### src/rtl/cfgser_pkg.sv
package cfgser_pkg;
  typedef enum logic [2:0] {
    ST_IDLE,
    ST_RX,
    ST_SACK,
    ST_TX,
    ST_MACK
  } bus_state_t;

  // power-up value of register idx
  function automatic logic [7:0] reg_reset(input int idx);
    return (idx >= 1 && idx <= 3) ? 8'hFF : 8'h00;
  endfunction

  // which register a write-frame byte targets; frame bytes 0 and 1 are skipped
  function automatic logic [7:0] data_slot(input logic [7:0] frame_idx);
    return frame_idx - 8'd2;
  endfunction
endpackage

### src/rtl/cfg_line_sync.sv
module cfg_line_sync #(
  parameter int STAGES = 2
) (
  input  logic clk,
  input  logic rst_n,
  input  logic scl_raw,
  input  logic sda_raw,
  output logic scl_s,
  output logic sda_s,
  output logic scl_rise,
  output logic scl_fall,
  output logic ev_start,
  output logic ev_stop
);
  logic [STAGES-1:0] scl_pipe, sda_pipe;
  logic scl_q, sda_q;

  always_ff @(posedge clk or negedge rst_n) begin
    if (!rst_n) begin
      scl_pipe <= '1;
      sda_pipe <= '1;
      scl_q    <= 1'b1;
      sda_q    <= 1'b1;
    end else begin
      scl_pipe <= {scl_pipe[STAGES-2:0], scl_raw};
      sda_pipe <= {sda_pipe[STAGES-2:0], sda_raw};
      scl_q    <= scl_pipe[STAGES-1];
      sda_q    <= sda_pipe[STAGES-1];
    end
  end

  assign scl_s    = scl_pipe[STAGES-1];
  assign sda_s    = sda_pipe[STAGES-1];
  assign scl_rise = scl_s & ~scl_q;
  assign scl_fall = ~scl_s & scl_q;
  assign ev_start = scl_s & scl_q & sda_q & ~sda_s;
  assign ev_stop  = scl_s & scl_q & ~sda_q & sda_s;
endmodule

### src/rtl/cfg_bus_engine.sv
module cfg_bus_engine
  import cfgser_pkg::*;
#(
  parameter int         NUM_REGS = 6,
  parameter logic [6:0] DEV_ADDR = 7'h69,
  localparam int        IDX_W    = $clog2(NUM_REGS)
) (
  input  logic                    clk,
  input  logic                    rst_n,
  input  logic                    sda_s,
  input  logic                    scl_rise,
  input  logic                    scl_fall,
  input  logic                    ev_start,
  input  logic                    ev_stop,
  input  logic [NUM_REGS*8-1:0]   regs,
  output logic                    sda_oe,
  output logic                    bus_idle,
  output logic                    wr_en,
  output logic [IDX_W-1:0]        wr_idx,
  output logic [7:0]              wr_data
);
  bus_state_t st;
  logic [3:0] bit_cnt;
  logic [7:0] sh;
  logic [7:0] byte_idx;
  logic       addr_ph;
  logic       rd_mode;
  logic [7:0] tx_byte;
  logic [7:0] slot;

  // read byte 0 is the count, byte k is register k-1, past the end 00h
  always_comb begin
    tx_byte = 8'h00;
    if (byte_idx == 8'd0) tx_byte = 8'(NUM_REGS);
    else if (byte_idx <= 8'(NUM_REGS)) tx_byte = regs[8*(int'(byte_idx)-1) +: 8];
  end

  assign slot     = data_slot(byte_idx);
  assign bus_idle = (st == ST_IDLE);

  always_ff @(posedge clk or negedge rst_n) begin
    if (!rst_n) begin
      st       <= ST_IDLE;
      bit_cnt  <= '0;
      sh       <= '0;
      byte_idx <= '0;
      addr_ph  <= 1'b0;
      rd_mode  <= 1'b0;
      sda_oe   <= 1'b0;
      wr_en    <= 1'b0;
      wr_idx   <= '0;
      wr_data  <= '0;
    end else begin
      wr_en <= 1'b0;
      if (ev_start) begin
        st       <= ST_RX;
        bit_cnt  <= '0;
        addr_ph  <= 1'b1;
        byte_idx <= '0;
        sda_oe   <= 1'b0;
      end else if (ev_stop) begin
        st     <= ST_IDLE;
        sda_oe <= 1'b0;
      end else begin
        unique case (st)
          ST_RX: begin
            if (scl_rise && bit_cnt < 4'd8) begin
              sh      <= {sh[6:0], sda_s};
              bit_cnt <= bit_cnt + 4'd1;
            end else if (scl_fall && bit_cnt == 4'd8) begin
              if (addr_ph) begin
                if (sh[7:1] == DEV_ADDR) begin
                  rd_mode <= sh[0];
                  addr_ph <= 1'b0;
                  sda_oe  <= 1'b1;
                  st      <= ST_SACK;
                end else begin
                  st <= ST_IDLE;
                end
              end else begin
                if (byte_idx >= 8'd2 && slot < 8'(NUM_REGS)) begin
                  wr_en   <= 1'b1;
                  wr_idx  <= slot[IDX_W-1:0];
                  wr_data <= sh;
                end
                if (byte_idx != 8'hFF) byte_idx <= byte_idx + 8'd1;
                sda_oe <= 1'b1;
                st     <= ST_SACK;
              end
            end
          end
          ST_SACK: begin
            if (scl_fall) begin
              if (rd_mode) begin
                sh      <= tx_byte;
                sda_oe  <= ~tx_byte[7];
                bit_cnt <= 4'd1;
                st      <= ST_TX;
              end else begin
                sda_oe  <= 1'b0;
                bit_cnt <= '0;
                st      <= ST_RX;
              end
            end
          end
          ST_TX: begin
            if (scl_fall) begin
              if (bit_cnt == 4'd8) begin
                sda_oe <= 1'b0;
                st     <= ST_MACK;
                if (byte_idx != 8'hFF) byte_idx <= byte_idx + 8'd1;
              end else begin
                sda_oe  <= ~sh[6];
                sh      <= {sh[6:0], 1'b0};
                bit_cnt <= bit_cnt + 4'd1;
              end
            end
          end
          ST_MACK: begin
            if (scl_rise) begin
              if (sda_s) st <= ST_IDLE;
            end else if (scl_fall) begin
              sh      <= tx_byte;
              sda_oe  <= ~tx_byte[7];
              bit_cnt <= 4'd1;
              st      <= ST_TX;
            end
          end
          default: ;
        endcase
      end
    end
  end
endmodule

### src/rtl/cfg_reg_bank.sv
module cfg_reg_bank
  import cfgser_pkg::*;
#(
  parameter int  NUM_REGS = 6,
  localparam int IDX_W    = $clog2(NUM_REGS)
) (
  input  logic                  clk,
  input  logic                  rst_n,
  input  logic                  wr_en,
  input  logic [IDX_W-1:0]      wr_idx,
  input  logic [7:0]            wr_data,
  output logic [NUM_REGS*8-1:0] regs
);
  for (genvar g = 0; g < NUM_REGS; g++) begin : g_reg
    always_ff @(posedge clk or negedge rst_n) begin
      if (!rst_n) regs[8*g +: 8] <= reg_reset(g);
      else if (wr_en && wr_idx == IDX_W'(g)) regs[8*g +: 8] <= wr_data;
    end
  end
endmodule

### src/rtl/cfg_serial_slave.sv
module cfg_serial_slave #(
  parameter int         NUM_REGS = 6,
  parameter logic [6:0] DEV_ADDR = 7'h69,
  localparam int        IDX_W    = $clog2(NUM_REGS)
) (
  input  logic                  clk,
  input  logic                  rst_n,
  input  logic                  scl_in,
  input  logic                  sda_in,
  output logic                  sda_oe,
  output logic [NUM_REGS*8-1:0] cfg_regs
);
  logic scl_sync, sda_sync, scl_rise, scl_fall, ev_start, ev_stop;
  logic bus_idle, wr_en;
  logic [IDX_W-1:0] wr_idx;
  logic [7:0] wr_data;

  cfg_line_sync #(.STAGES(2)) u_sync (
    .clk(clk), .rst_n(rst_n), .scl_raw(scl_in), .sda_raw(sda_in),
    .scl_s(scl_sync), .sda_s(sda_sync), .scl_rise(scl_rise),
    .scl_fall(scl_fall), .ev_start(ev_start), .ev_stop(ev_stop)
  );

  cfg_bus_engine #(.NUM_REGS(NUM_REGS), .DEV_ADDR(DEV_ADDR)) u_eng (
    .clk(clk), .rst_n(rst_n), .sda_s(sda_sync), .scl_rise(scl_rise),
    .scl_fall(scl_fall), .ev_start(ev_start), .ev_stop(ev_stop),
    .regs(cfg_regs), .sda_oe(sda_oe), .bus_idle(bus_idle),
    .wr_en(wr_en), .wr_idx(wr_idx), .wr_data(wr_data)
  );

  cfg_reg_bank #(.NUM_REGS(NUM_REGS)) u_bank (
    .clk(clk), .rst_n(rst_n), .wr_en(wr_en), .wr_idx(wr_idx),
    .wr_data(wr_data), .regs(cfg_regs)
  );
endmodule

### config.mk
export PLATFORM = sky130hd
export DESIGN_NAME = cfg_serial_slave
export DESIGN_NICKNAME = d
export VERILOG_FILES = /design/src/rtl/cfgser_pkg.sv /design/src/rtl/cfg_line_sync.sv /design/src/rtl/cfg_bus_engine.sv /design/src/rtl/cfg_reg_bank.sv /design/src/rtl/cfg_serial_slave.sv
export SDC_FILE = /design/constraint.sdc
export NUM_CORES = 1
export LEC_CHECK = 0
export BUFFER_PORTS_ARGS = -buffer_cell sky130_fd_sc_hd__buf_2
export CAP_MARGIN = 20
export CORE_UTILIZATION = 50
export CTS_CLUSTER_SIZE = 28
export DETAILED_ROUTE_END_ITERATION = 10
export GPL_TIMING_DRIVEN = 0
export PLACE_DENSITY = 0.72
export SLEW_MARGIN = 5
export SYNTH_ARGS = -nofsm -noshare
export SYNTH_HDL_FRONTEND = slang
export SYNTH_HIERARCHICAL = 1
export SYNTH_SLANG_ARGS = --single-unit
### constraint.sdc
create_clock -name clk -period 7 [get_ports clk]
set_input_delay 1.05 -clock clk [delete_from_list [all_inputs] [get_ports clk]]
set_output_delay 1.05 -clock clk [all_outputs]
set_load 0.01 [all_outputs]
==> metrics <==
outcome=complete, no violations; multi-input logic area=2287 sq um; core area=9240 sq um; CTS Root Cell=clkbuf_8; worst r2r path cells=9; syn avg cell area=12.07 sq um; Avg WL per Cell=18.50 um; FP Rows=35; Slew @ Worst Pin=0.8171 ns; initial antenna violation count=0; number of CTS-inserted buffers=9; initial drt markers=179; Area Overhead vs Synth=14.17%; clock share of power=33.2%; grt total ovfl=0; share of cells above drive strength 1=40.95%; clock buffer depth=2; Syn Nets=408; vias in the first global route=3493; CTS tree=yes; Remaining DRCs=0; RSZ-0062 raised after global routing=false; Reg area=2340 sq um; crit path time final=3.107 ns; Worst Path Max Fanout=10; Worst Path Class, Setup=register to register; Post-Syn Area=4767 sq um; CP Capture Type=register; routed wire length=10970 um; part of the power in combinational logic=15.3%; sequential power share=51.5%; Max Cap Violations=0; worst reg2reg startpoint=u_eng/byte_idx[0]; ANT nets after route=0; routed vias=3469; final setup vio count=0; data arrival time of the critical path=3.37 ns; H-tree levels=3; antenna diode count=0; leakage power=2.529 nW; DIE HEIGHT=99.64 um; hold wc startpoint=u_sync/sda_pipe[0]; clock latency on the worst-skew pair=0.37 ns; clock transition at the registers of the reported paths=0.09 ns; Initial Util=51.59%; sw frac=29.12%; Die W=99.64 um; maximum vdd drop=0.1089 mV; Clock Skew=0.01554 ns; synthesized instance count=395; via density per instance=5.850; largest net degree at the start of global routing=67; TritonRoute pass-1 iters=6; Worst setup SP type=register; Sinks on Clock Net=92; Synth warnings=6; Total GRT Usage=23.85%; # fillers=782; die area=9928 sq um; switching pwr=0.0003529 W; FMAX=321.8 MHz; # resized after CTS=0; Hold Path Class=register to register; Worst slew margin=45.48%; gpl congestion=0.8937; Util after Layout=58.90%; final slew viol count=0; Hold EP=u_sync/sda_pipe[1]; period utilization=44.39%; Setup Total Neg Slack=0 ns; R2R setup slack=3.89 ns; Top Ports=53; P per Cell Area=222.7 nW/um^2; post-DP HPWL=7518 um; NumNets Final=472; first-pass GRT wire length=18080 um; Worst R2R End=u_eng/sh[3]; Req. time, crit path=7.26 ns; Port Buffers=52; CTS Hold Bufs=0; Internal=0.0008590 W; total setup buffers inserted after CTS=0; Hold Path Cell Cnt=0; Fin. Hold Viols=0
## layer usage
metal / global-route usage, % / vias up / part of all wire [%]
li1: - / 1589 / -
met1: 32.39 / 1755 / 45
met2: 37.87 / 106 / 48
met3: 4.287 / 19 / 4.5
met4: 9.955 / 0 / 2.6
met5: 0 / - / 0
## worst max path at each step
stage	from	end	slack [ns]	cells past startpoint
2_1_floorplan	u_eng/byte_idx[0]	u_eng/sh[3]	4.62	9
3_3_place_gp	u_eng/byte_idx[0]	u_eng/sh[3]	3.88	9
3_5_place_dp	u_eng/byte_idx[0]	u_eng/sh[3]	3.89	9
4_1_cts	u_eng/byte_idx[0]	u_eng/sh[3]	3.89	9
5_1_grt	u_eng/byte_idx[0]	u_eng/sh[3]	3.76	9
6_report	u_eng/byte_idx[0]	u_eng/sh[3]	3.89	9
## power by group through the flow
stage | sequential [W] | combinational [W] | clock (W)
2_1_floorplan | 0.000615 | 0.000135 | 0
3_3_place_gp | 0.000630 | 0.000175 | 0
3_5_place_dp | 0.000632 | 0.000182 | 0
4_1_cts | 0.000622 | 0.000185 | 0.000412
5_1_grt | 0.000630 | 0.000207 | 0.000429
6_report | 0.000624 | 0.000186 | 0.000402
## critical path, stage by stage (launching register included)
cell and delay [ns]:
dfrtp_1 0.42, buf_2 0.36, inv_1 0.17, ha_1 0.27, xor2_2 0.65, buf_2 0.40
mux4_2 0.33, a21oi_1 0.18, o211ai_1 0.10, o21a_1 0.12
## cells in the final DEF (no fill, tap or decap), types with 3 or more instances in the layout
master,count
nand4b_1,4
mux2i_1,17
dfstp_2,30
a21oi_1,12
clkbuf_1,7
xnor2_1,5
inv_1,12
nand3_1,10
nor3b_1,5
clkbuf_8,9
nand2b_1,3
nor3_1,8
nor4b_1,3
mux2_2,64
o21ai_0,6
o32ai_1,3
a211oi_1,3
o211ai_1,4
buf_2,60
nor4bb_1,3
nand2_1,16
nand4_1,3
mux4_2,5
nor2b_1,10
o31ai_1,3
or3_1,3
o21a_1,5
a31oi_1,3
a21o_1,3
nor2_1,20
dfrtp_1,62
ha_1,9
## per-stage QoR
stage	instances	hold WS, ns	worst slack [ns]	power, W	area (sq um)
2_1_floorplan	395	0.3452	4.615	0.0007502	4767
4_1_cts	593	0.3614	3.886	0.001218	5443
3_3_place_gp	576	0.3475	3.882	0.0008048	5189
3_5_place_dp	577	0.3484	3.890	0.0008145	5219
6_report	593	0.3593	3.893	0.001212	5443
5_1_grt	593	0.3640	3.764	0.001266	5443
## flip-flops by register name (all words and copies together) (netlist names), 2 cells and up
register	count
u_eng/wr_idx	3
u_eng/sh	8
u_eng/st	3
u_eng/byte_idx	8
u_eng/bit_cnt	4
u_eng/wr_data	8
u_sync/sda_pipe	2
u_bank/regs	48
u_sync/scl_pipe	2
## area by class of cell
| cell class | instances | share of cell area (%) |
|---|---|---|
| Inverter | 13 | 0.8966 |
| Buffer | 19 | 1.678 |
| Clock inverter | 6 | 1.770 |
| Sequential cell | 92 | 42.99 |
| Timing Repair Buffer | 53 | 5.333 |
| Tap cell | 129 | 2.966 |
| Multi-Input combinational cell | 271 | 42.02 |
| Clock buffer | 10 | 2.345 |
No activity file was read; power rests on OpenSTA's default activity.
